`src/rtl/vpo_pkg.sv`:
```
package vpo_pkg;
  localparam int PIX_W      = 12;
  localparam int VID_W      = 10;
  localparam int SEL_W      = 3;
  localparam int DIV_W      = 6;
  localparam int DIV_MIN    = 2;
  localparam int DIV_MAX    = 8;
  localparam int FIFO_DEPTH = 8;
  localparam int SPAN       = PIX_W - VID_W;
  localparam int CNT_W      = $clog2(DIV_MAX + 1);

  // Slice VID_W bits: select s keeps bits shifted down by SPAN-s; out of range keeps the low bits.
  function automatic logic [VID_W-1:0] pick_window(input logic [PIX_W-1:0] d,
                                                   input logic [SEL_W-1:0] s);
    int sh;
    logic [PIX_W-1:0] t;
    sh = (int'(s) <= SPAN) ? (SPAN - int'(s)) : 0;
    t  = d >> sh;
    return t[VID_W-1:0];
  endfunction

  // Effective pace divide, clamped into [DIV_MIN, DIV_MAX].
  function automatic logic [CNT_W-1:0] clamp_div(input logic [DIV_W-1:0] f);
    if (int'(f) < DIV_MIN) return CNT_W'(DIV_MIN);
    if (int'(f) > DIV_MAX) return CNT_W'(DIV_MAX);
    return CNT_W'(f);
  endfunction
endpackage

```
`src/rtl/vpo_window.sv`:
```
module vpo_window
  import vpo_pkg::*;
(
  input  logic [PIX_W-1:0] pix,
  input  logic [SEL_W-1:0] sel,
  output logic [VID_W-1:0] win
);
  always_comb win = pick_window(pix, sel);
endmodule

```
`src/rtl/vpo_pace.sv`:
```
module vpo_pace
  import vpo_pkg::*;
(
  input  logic             clk,
  input  logic             rst_n,
  input  logic             en,
  input  logic [DIV_W-1:0] div_sel,
  output logic             tick
);
  logic [CNT_W-1:0] div_n;
  logic [CNT_W-1:0] cnt;

  always_comb div_n = clamp_div(div_sel);
  // ">=" keeps the pace sane if the divide shrinks mid-count
  always_comb tick  = en && (cnt >= (div_n - CNT_W'(1)));

  always_ff @(posedge clk or negedge rst_n) begin
    if (!rst_n)             cnt <= '0;
    else if (!en || tick)   cnt <= '0;
    else                    cnt <= cnt + CNT_W'(1);
  end

  // a divide of at least 2 never gives adjacent ticks
  a_r3_tick_gap: assert property (@(posedge clk) disable iff (!rst_n)
    tick |=> !tick);
  // the counter stays inside the largest period
  a_r3_cnt_bound: assert property (@(posedge clk) disable iff (!rst_n)
    int'(cnt) < DIV_MAX);
endmodule

```
`src/rtl/vpo_fifo.sv`:
```
module vpo_fifo #(
  parameter int W     = 10,
  parameter int DEPTH = 8
) (
  input  logic         clk,
  input  logic         rst_n,
  input  logic         flush,
  input  logic         push,
  input  logic         pop,
  input  logic [W-1:0] wdata,
  output logic [W-1:0] rdata,
  output logic         full,
  output logic         empty
);
  localparam int AW = $clog2(DEPTH);
  localparam int CW = AW + 1;

  logic [W-1:0]  mem [DEPTH];
  logic [AW-1:0] wp, rp;
  logic [CW-1:0] count;
  logic          wr_take, rd_take;

  always_comb begin
    full    = (count == CW'(DEPTH));
    empty   = (count == '0);
    wr_take = push && !full;
    rd_take = pop && !empty;
    rdata   = mem[rp];
  end

  always_ff @(posedge clk) begin
    if (wr_take) mem[wp] <= wdata;
  end

  always_ff @(posedge clk or negedge rst_n) begin
    if (!rst_n) begin
      wp <= '0; rp <= '0; count <= '0;
    end else if (flush) begin
      wp <= '0; rp <= '0; count <= '0;
    end else begin
      if (wr_take) wp <= (int'(wp) == DEPTH-1) ? '0 : wp + AW'(1);
      if (rd_take) rp <= (int'(rp) == DEPTH-1) ? '0 : rp + AW'(1);
      count <= count + CW'(wr_take) - CW'(rd_take);
    end
  end

  // occupancy never exceeds the depth
  a_r5_no_overflow: assert property (@(posedge clk) disable iff (!rst_n)
    int'(count) <= DEPTH);
  // a push against a full store without a read leaves it full
  a_r5_full_holds: assert property (@(posedge clk) disable iff (!rst_n)
    (full && !flush && !rd_take) |=> full);
  // a flush empties the store
  a_r7_flush_empty: assert property (@(posedge clk) disable iff (!rst_n)
    flush |=> empty);
endmodule

```
`src/rtl/vpo_port.sv`:
```
module vpo_port
  import vpo_pkg::*;
(
  input  logic             clk,
  input  logic             rst_n,
  input  logic             en,
  input  logic [SEL_W-1:0] win_sel,
  input  logic [DIV_W-1:0] div_sel,
  input  logic             pix_valid,
  input  logic [PIX_W-1:0] pix_data,
  output logic             vid_valid,
  output logic [VID_W-1:0] vid_data,
  output logic             overflow
);
  logic [VID_W-1:0] win;
  logic [VID_W-1:0] head;
  logic             tick, full, empty;
  logic             push_req, drop, pop;

  vpo_window u_win (.pix(pix_data), .sel(win_sel), .win(win));

  vpo_pace u_pace (.clk(clk), .rst_n(rst_n), .en(en), .div_sel(div_sel), .tick(tick));

  always_comb begin
    push_req = en && pix_valid;
    drop     = push_req && full;
    pop      = tick && !empty;
  end

  vpo_fifo #(.W(VID_W), .DEPTH(FIFO_DEPTH)) u_fifo (
    .clk(clk), .rst_n(rst_n), .flush(!en), .push(push_req), .pop(pop),
    .wdata(win), .rdata(head), .full(full), .empty(empty)
  );

  always_ff @(posedge clk or negedge rst_n) begin
    if (!rst_n) begin
      vid_valid <= 1'b0;
      vid_data  <= '0;
    end else if (!en) begin
      vid_valid <= 1'b0;
    end else begin
      vid_valid <= pop;
      if (pop) vid_data <= head;
    end
  end

  always_ff @(posedge clk or negedge rst_n) begin
    if (!rst_n)     overflow <= 1'b0;
    else if (!en)   overflow <= 1'b0;
    else if (drop)  overflow <= 1'b1;
  end

  // a dropped pixel raises the flag
  a_r5_drop_flags: assert property (@(posedge clk) disable iff (!rst_n)
    drop |=> overflow);
  // the flag is sticky while enabled
  a_r6_sticky: assert property (@(posedge clk) disable iff (!rst_n)
    (overflow && en) |=> overflow);
  // disable clears the flag
  a_r6_clear: assert property (@(posedge clk) disable iff (!rst_n)
    !en |=> !overflow);
  // nothing leaves while disabled
  a_r7_quiet_off: assert property (@(posedge clk) disable iff (!rst_n)
    !en |=> !vid_valid);
  // an output word always follows a tick
  a_r8_valid_on_tick: assert property (@(posedge clk) disable iff (!rst_n)
    vid_valid |-> $past(tick));
endmodule

```
`config.mk`:
```
export PLATFORM = sky130hd
export DESIGN_NAME = vpo_port
export DESIGN_NICKNAME = d
export VERILOG_FILES = /design/src/rtl/vpo_pkg.sv /design/src/rtl/vpo_window.sv /design/src/rtl/vpo_pace.sv /design/src/rtl/vpo_fifo.sv /design/src/rtl/vpo_port.sv
export SDC_FILE = /design/constraint.sdc
export NUM_CORES = 1
export LEC_CHECK = 0
export CORE_ASPECT_RATIO = 1.75
export CORE_UTILIZATION = 62
export DETAILED_ROUTE_END_ITERATION = 10
export MAX_ROUTING_LAYER = met4
export PLACE_DENSITY_LB_ADDON = 0.1
export REMOVE_ABC_BUFFERS = 1
export SLEW_MARGIN = 40
export SYNTH_ARGS = -nofsm -noshare
export SYNTH_HDL_FRONTEND = slang
export SYNTH_SLANG_ARGS = --single-unit
```
`constraint.sdc`:
```
create_clock -name clk -period 5.5 [get_ports clk]
set_input_delay 1.1 -clock clk [delete_from_list [all_inputs] [get_ports clk]]
set_output_delay 1.1 -clock clk [all_outputs]
set_load 0.02 [all_outputs]
```
## Word level (Yosys, flattened, before mapping)

Memories as Yosys holds them, arrays and structs flattened. A register that Yosys moved wholly into a read port is not among the register bits.
Index checks and enable logic that the tools add are counted.

- $add $sub $neg: 7
- Magnitude comparators: 4
- Equality and inequality tests: 6
- Shift-type cells: 1
- Muxes and demuxes: 21
- Reductions and logical operators: 13

Operator list:

| operator | number |
|---|---|
| $mux W32 | 1 |
| $shr A12 B32 Y10 | 1 |
| $mux W4 | 6 |
| $mux W3 | 6 |
| $mux W1 | 8 |
| $add A3 B1 Y3 const B | 2 |
| $eq A3 B1 Y1 const B | 2 |
| $gt A6 B4 Y1 const B | 1 |
| $logic_and A1 B1 Y1 | 6 |
| $lt A6 B2 Y1 const B | 1 |
| $ne A2 B1 Y1 const B | 3 |
| $add A4 B1 Y4 | 1 |
| $add A4 B1 Y4 const B | 1 |
| $eq A4 B4 Y1 const B | 1 |
| $ge A4 B4 Y1 | 1 |
| $logic_not A1 Y1 | 4 |
| $logic_not A4 Y1 | 1 |
| $sub A2 B3 Y4 const A | 1 |
| $sub A4 B1 Y4 | 1 |
| $sub A4 B1 Y4 const B | 1 |
| $le A3 B2 Y1 const B | 1 |
| $reduce_and A2 Y1 | 1 |
| $logic_or A1 B1 Y1 | 1 |

- Register bits after elaboration: 16
- Bits in writable memories: 80
- Input bits: 25
- Output and inout bits: 12
- Memories kept: 1

Memory list:

| memory | words | width | rd ports | clocked after memory_dff | wr ports | RTL line | RTL |
|---|---|---|---|---|---|---|---|
| u_fifo.mem | 8 | 10 | 1 | 1 | 1 | vpo_fifo.sv:18 | `logic [W-1:0] mem [DEPTH];` |

## Longest topological paths before layout

Gate-level depths: netlist of run 1.

- Depth in word-level cells: 12
- Gate-level depth with buffers: 17
- Gate-level depth less buffers: 16

## Modules after synthesis

Synthesis of run 1 repeated with hierarchy kept, for this count alone.

- Cells, all modules: 346
- Area total of the unflattened synthesis: 5,225.0 µm²

By module, submodules not included:

| module | instances | cells each | area an instance (µm²) | seq. area each (µm²) |
|---|---|---|---|---|
| vpo_fifo | 1 | 190 | 3,748.6 | 2,652.5 |
| vpo_window | 1 | 90 | 630.6 | 0.0 |
| vpo_port | 1 | 30 | 508.0 | 300.3 |
| vpo_pace | 1 | 36 | 337.8 | 100.1 |

## Worst setup path after synthesis of run 1

Ideal clock, no wire load.

- Path kind: in2reg
- Start point: input port div_sel[5]
- End point: register u_fifo.count[2]
- Arrival: 3.751 ns
- Setup slack: 1.630 ns
- Stages on the path: 15
- Path through: nor3_1 o211ai_1 ha_1 ha_1 a21oi_1 o21ai_1 nand2_1 buf_2 inv_2 ha_1 inv_1 ha_1 fa_1 xnor2_1 nor2_1

- Word-level cells in the longest chain between the ends: 12
- Elaborated cells on any way between the ends: 15
- Classes of those cells: 2 x add/sub; 3 x order compare; 7 x mux; 3 x reduce/logical

Ends and longest elaborated chain:

| element | RTL line | RTL |
|---|---|---|
| start, declared | vpo_port.sv:8 | `input logic [DIV_W-1:0] div_sel,` |
| $gt A6 B4 Y1 | vpo_pkg.sv:25 | `if (int'(f) > DIV_MAX) return CNT_W'(DIV_MAX);` |
| $mux W1 (2 in a row) | vpo_pkg.sv:25 |  |
| $mux W4 | vpo_pkg.sv:26 | `return CNT_W'(f);` |
| $mux W4 (*) | vpo_pkg.sv:25 |  |
| $sub A4 B1 Y4 (*) | vpo_pace.sv:15 | `always_comb tick = en && (cnt >= (div_n - CNT_W'(1)));` |
| $ge A4 B4 Y1 (*) | vpo_pace.sv:15 |  |
| $logic_and A1 B1 Y1 (*) | vpo_pace.sv:15 |  |
| $logic_and A1 B1 Y1 (*) | vpo_port.sv:27 | `pop = tick && !empty;` |
| $logic_and A1 B1 Y1 (*) | vpo_fifo.sv:27 | `rd_take = pop && !empty;` |
| $sub A4 B1 Y4 (*) | vpo_fifo.sv:43 | `count <= count + CW'(wr_take) - CW'(rd_take);` |
| $mux W4 (*) | vpo_fifo.sv:38 | `end else if (flush) begin` |
| end signal, assigned | vpo_fifo.sv:43 |  |
| end, declared | vpo_fifo.sv:20 | `logic [CW-1:0] count;` |

Mark *: on every way between the ends. The rest lies on a longest branch, timed or not. The select of a mux whose other input is x is not followed.
A chain may end at the register's enable or synchronous reset.

## Worst setup path in the final report of run 1

Same ends and word-level chain as after synthesis.

==> qor.csv, run 1 <==
metric;value;unit
drt first pass iters;4;
Synth Register Bits;106;
antenna-violating nets left;0;
routed wire length per instance;21.2;um
Post-synth EDFFs;80;
total core area;7910;um2
Num CTS Buffers;9;
fin crit share;0.739;
Longest Clk Path Bufs;2;
via count;2953;
starting density of the core;0.635;
post-synthesis sequential area ratio;0.608;
setup TNS;0;ns
# IOs;37;
CP Data Required Time;5.73;ns
CTS tree;yes;
die height;121;um
drt drc;0;
IO buf count;36;
CP Capture Type;register;
DP HPWL;6720;um
crit-path max FO;15;
Leakage Power;2.20;nW
initial DRC count;187;
Worst Clk Skew;0.00552;ns
Syn Inst Count;330;
Slew Limit Fails;0;
ys flop type;edfxtp_1;
GPL Wtd Cong;0.956;
CTS resizes;0;
CTS Sinks;106;
worst hold slack;0.496;ns
vias in the first global route;3008;
Post-CTS Hold Buffers;0;
initial antenna violation count;0;
CP Launch Type;primary input;
setup bufs post-CTS;0;
CTS H-Tree Depth;3;
Mapped Avg Cell Area;15.2;um2
synthesized area;5020;um2
post-synth cell types;47;
Worst IR Drop VDD;0.254;mV
Setup CP Type;primary input to register;
reg-to-reg setup timing slack;2.78;ns
Relative slew margins;0.522;
grt total ovfl;0;
Ys Warns;0;
Util after Layout;0.727;
Fin. Hold Viols;0;
area delta synth->final;14.5;%
GRT Total Usage;0.262;
die area;8480;um2
global-route wire length before repair;15600;um
highest clock rate;246;MHz
Hold Crit Class;register to register;
asr flop ratio synth;0.245;
worst skew pair latency;0.34;ns
num rows;43;
largest net degree at the start of global routing;27;
status;complete, no violations;
NumNets Final;419;
clk slew on worst S/H paths;0.07;ns
layout cell share with drive strength beyond 1;0.158;
worst slew pin tran;0.716;ns
DIE WIDTH;70.0;um
Period minus WS final;4.07;ns
Vias per Instance;6.30;
P per Cell Area;334;nW/um2
RSZ-0062 raised after global routing;no;
most common cell after layout, fill and taps aside;edfxtp_1;
commonest non-fill, non-tap cells in the layout;80 x edfxtp_1, 36 x clkdlybuf4s50_1, 25 x dfrtp_1;
Max Cap Violations;0;
Final Routed Wirelength;9950;um
Ant. Diodes;0;
Finish-stage setup viols;0;
Root Buffer;clkbuf_16;
CP arrival;4.30;ns
flip-flops by register name (all words and copies together), names as in the netlist:
name,cells
u_fifo.mem,80
vid_data,10
u_fifo.count,4
u_pace.cnt,4
u_fifo.rp,3
u_fifo.wp,3
overflow,1
vid_valid,1
Yosys cell counts (all sizes together), types with 3 or more instances:
| master | count | area share |
|---|---|---|
| mux2i | 11 | 0.022 |
| mux2 | 22 | 0.049 |
| buf | 8 | 0.013 |
| edfxtp | 80 | 0.48 |
| a21oi | 12 | 0.012 |
| a22oi | 3 | 0.0045 |
| o21ai | 15 | 0.016 |
| nor3 | 4 | 0.0040 |
| ha | 19 | 0.047 |
| inv | 18 | 0.013 |
| a22o | 6 | 0.010 |
| mux4 | 20 | 0.10 |
| nand2 | 17 | 0.013 |
| dfrtp | 26 | 0.13 |
| xnor2 | 3 | 0.0052 |
| and2 | 3 | 0.0037 |
| nor2 | 20 | 0.015 |
| nand2b | 5 | 0.0062 |
| o211ai | 3 | 0.0045 |
| nand3 | 4 | 0.0040 |
| or2 | 3 | 0.0042 |
| clkbuf | 4 | 0.0030 |
through the flow:
stage	std cells	total power, mW	worst slack (ns)	area, um2
floorplan	318	1.21	1.64	4940
global placement	453	1.35	1.20	5480
detailed placement	453	1.37	1.04	5490
CTS	469	1.93	1.41	5750
global route	469	1.99	1.24	5750
finish	469	1.92	1.43	5750
worst paths after layout:
path / startpoint / cells past startpoint / end
worst max-delay path: div_sel[5] / 16 / u_fifo.count[2]$_DFF_PN0_
worst min-delay path: u_pace.cnt[0]$_DFF_PN0_ / 1 / u_pace.cnt[0]$_DFF_PN0_
worst max register to register: u_pace.cnt[0]$_DFF_PN0_ / 14 / u_fifo.count[2]$_DFF_PN0_
worst min register to register: u_pace.cnt[0]$_DFF_PN0_ / 1 / u_pace.cnt[0]$_DFF_PN0_
max in group asynchronous: rst_n / 2 / u_fifo.rp[1]$_DFFE_PN0P_
min in group asynchronous: rst_n / 2 / u_fifo.wp[0]$_DFFE_PN0P_
worst max-delay path, stage by stage:
cell and delay [ns]:
clkdlybuf4s50_1 0.40, nor3_1 0.32, o211ai_1 0.18, ha_1 0.31, ha_1 0.27, a21oi_1 0.13
o21ai_1 0.09, nand2_1 0.06, buf_4 0.25, inv_2 0.05, ha_1 0.27, inv_1 0.04
ha_1 0.22, fa_1 0.41, xnor2_1 0.15, nor2_1 0.05
layout make-up:
class,instances,area [um2]
Inverter,18,67.6
Clock buffer,11,233
Sequential cell,106,3050
Multi-Input combinational cell,194,1830
Timing Repair Buffer,45,428
Clock inverter,5,31.3
Tap cell,90,113
Fill cell,537,2160
per-layer routing:
metal	share of wire	up-vias	wire [um]	track usage
met5	0	-	0	-
met4	0.028	0	282	0.113
met3	0.036	25	355	0.0390
met2	0.58	96	5740	0.498
met1	0.36	1465	3570	0.261
li1	-	1367	-	-
cell families (layout without fill, tap and decap cells):
logic type                 count (synthesis)  after routing  synth area share
and+or+nand+nor                           63             63            0.0600
muxes                                     53             53             0.172
DFF                                      106            106             0.608
buffers and inverters                     30             79            0.0294
other                                      1              1          0.000747
xor gates and xnor gates                   5              5           0.00872
adders and majority gates                 20             20            0.0513
AOI/OAI and AO/OA                         52             52            0.0698
report_power, final:
| group | internal (mW) | switching [mW] | total [mW] |
|---|---|---|---|
| sequential | 0.948 | 0.0349 | 0.983 |
| clock | 0.305 | 0.264 | 0.569 |
| combinational | 0.176 | 0.193 | 0.369 |
| total | 1.43 | 0.492 | 1.92 |
Power figures use the tool's default switching activity.
==> run 2: changes to the inputs <==
- CORE_UTILIZATION: 62 -> 53
- clock period: 5.5 -> 3.7 ns (I/O delays scaled with it)
==> run 2 against run 1 <==
- clock-buffer cell count unchanged
- non-clock buffer count grew 14
- sequential cell count stayed put
- global-route usage is 2.9 points lower
- wire length rose by 0.48%
- sequential power increased by 49%
- largest cell class unchanged
==> qor.csv, run 2 (synthesis results as in run 1) <==
metric;value;unit;change
status;complete, no violations;;
initial DRC count;180;;-3.7%
layout cell share with drive strength beyond 1;0.183;;+0.0249
CTS tree;yes;;
CP max stage delay;0.39;ns;-0.02 ns
Post-CTS Hold Buffers;0;;unchanged
DIE WIDTH;75.6;um;+7.9%
Max Cap Violations;0;;unchanged
CTS Sinks;106;;unchanged
GRT Total Usage;0.233;;-0.0294
worst path cell trace;clkdlybuf4s50_1 -> nor3_1 -> o211ai_1 -> ha_1 -> ha_1 -> a21oi_1 -> o21ai_1 -> nand2_1 -> inv_2 -> ha_1 -> inv_1 -> ha_1 -> fa_1 -> xnor2_1 -> nor2_1;;
Worst IR Drop VDD;0.390;mV;+53%
CTS H-Tree Depth;3;;unchanged
DP HPWL;7080;um;+5.3%
crit-path max FO;3;;-12
grt total ovfl;0;;unchanged
highest clock rate;291;MHz;
initial antenna violation count;0;;unchanged
post-route setup slack;0.262;ns;-1.17 ns
max reg flops;80;;unchanged
most common cell after layout, fill and taps aside;edfxtp_1;;
commonest non-fill, non-tap cells in the layout;80 x edfxtp_1, 36 x clkdlybuf4s50_1, 24 x dfrtp_1;;
Fin. Hold Viols;0;;unchanged
Final Power;2.94;mW;+53%
area delta synth->final;17.7;%;
# IOs;37;;unchanged
CTS resizes;0;;unchanged
Worst Clk Skew;0.00766;ns;+0.00214 ns
switching share of power;0.249;;-0.00694
CP arrival;3.67;ns;-0.63 ns
placed cells;497;;+9.7%
Longest Clk Path Bufs;2;;unchanged
clk slew on worst S/H paths;0.07;ns;about the same
antenna-violating nets left;0;;unchanged
num rows;46;;+7.0%
slowest CP cell;clkdlybuf4s50_1;;
Most flops, register;u_fifo.mem;;
Pint;2.20;mW;+54%
most used cell, CP;ha_1;;
Period minus WS final;3.44;ns;
die height;131;um;+8.0%
Ant. Diodes;0;;unchanged
CP Launch Type;primary input;;
routed wire length per instance;19.5;um;-8.1%
largest net degree at the start of global routing;27;;unchanged
CP Capture Type;register;;
Slew Limit Fails;0;;unchanged
global-route wire length before repair;15300;um;-2.3%
NumNets Final;433;;+3.3%
Setup CP Type;primary input to register;;
Root Buffer;clkbuf_16;;
Leakage Power;2.27;nW;+3.6%
fin crit share;0.929;;
Num CTS Buffers;9;;unchanged
met2 GRT Util;0.420;;-0.0780
met3 usage;0.0322;;-0.00683
RSZ-0062 raised after global routing;no;;
Hold Crit Class;register to register;;
P per Cell Area;497;nW/um2;+49%
via count;2966;;+0.44%
combinational fraction of design power;0.190;;-0.002
CP Data Required Time;3.93;ns;-1.80 ns
share of power burned in registers;0.497;;-0.015
vias in the first global route;2950;;-1.9%
P_sw;731;uW;+49%
die area;9880;um2;+17%
drt drc;0;;unchanged
setup bufs post-CTS;0;;unchanged
Clk pwr share;0.313;;+0.017
Finish-stage setup viols;0;;unchanged
GPL Wtd Cong;0.894;;-6.5%
worst slack, placed;-0.129;ns;-1.17 ns
drt first pass iters;4;;unchanged
worst slew pin tran;0.757;ns;+0.0413 ns
Vias per Instance;5.78;;-8.2%
layer with the highest usage;met2;;
met1 GRT Util;0.236;;-0.0251
Final Routed Wirelength;10000;um;+0.48%
Finished Layout Cells;513;;+9.4%
worst skew pair latency;0.35;ns;about the same
IO buf count;36;;unchanged
Relative slew margins;0.490;;-0.0323
starting density of the core;0.549;;-0.0862
total core area;9150;um2;+16%
Top Registers;u_fifo.mem (80), vid_data (10);;
## run 2: changes by cell type in the layout (fill, tap and decap cells not counted), sizes merged
cell / before / now
clkinvlp: 1 / 0
buf: 9 / 23
inv: 18 / 19
bufinv: 0 / 1
clkinv: 4 / 3
## run 2: power by group through the flow
stage | clock network [mW] | logic [mW] | registers [mW]
after global routing | 0.977 | 0.609 | 1.47
after CTS | 0.942 | 0.564 | 1.46
final | 0.918 | 0.558 | 1.46
after global placement | 0 | 0.551 | 1.48
after detailed placement | 0 | 0.561 | 1.49
after floorplan | 0 | 0.252 | 1.54
## run 2: cell type report
type	count	area, um2
inverter	18	67.6
multi-input combinational	194	1820
clock inverter	5	52.6
fill	688	3240
clock buffer	11	233
tap	120	150
timing repair buffer	59	533
sequential	106	3060
## run 2: worst paths after layout
| path | start | end | slack [ns] | cells past startpoint |
|---|---|---|---|---|
| max | div_sel[5] | u_fifo.count[2]$_DFF_PN0_ | 0.26 | 15 |
| min | u_pace.cnt[0]$_DFF_PN0_ | u_pace.cnt[0]$_DFF_PN0_ | 0.48 | 1 |
| max reg2reg | u_pace.cnt[0]$_DFF_PN0_ | u_fifo.count[2]$_DFF_PN0_ | 1.26 | 13 |
| min reg2reg | u_pace.cnt[0]$_DFF_PN0_ | u_pace.cnt[0]$_DFF_PN0_ | 0.48 | 1 |
| max in group asynchronous | rst_n | u_fifo.rp[0]$_DFFE_PN0P_ | 2.65 | 2 |
| min in group asynchronous | rst_n | u_fifo.wp[2]$_DFFE_PN0P_ | 0.77 | 2 |
## run 2: routing by layer
layer	wire length (um)	vias up
li1	-	1395
met1	3730	1491
met2	5800	59
met3	188	21
met4	278	0
met5	0	-
## run 2: worst max-delay path, delay by kind of cell
family	cells	cell delay, ns
and+or+nand+nor	3	0.46
AOI/OAI and AO/OA	3	0.43
buffers and inverters	3	0.46
xor gates and xnor gates	1	0.14
adders and majority gates	5	1.43
## run 2: through the flow
| step | util | area, um2 | setup TNS (ns) | hold slack [ns] |
|---|---|---|---|---|
| floorplan | - | 4940 | 0 | 0.444 |
| global placement | 0.615 | 5630 | -0.0414 | 0.478 |
| detailed placement | 0.615 | 5630 | -0.331 | 0.475 |
| CTS | 0.646 | 5910 | 0 | 0.484 |
| global route | 0.646 | 5910 | 0 | 0.522 |
| finish | 0.646 | 5910 | 0 | 0.479 |
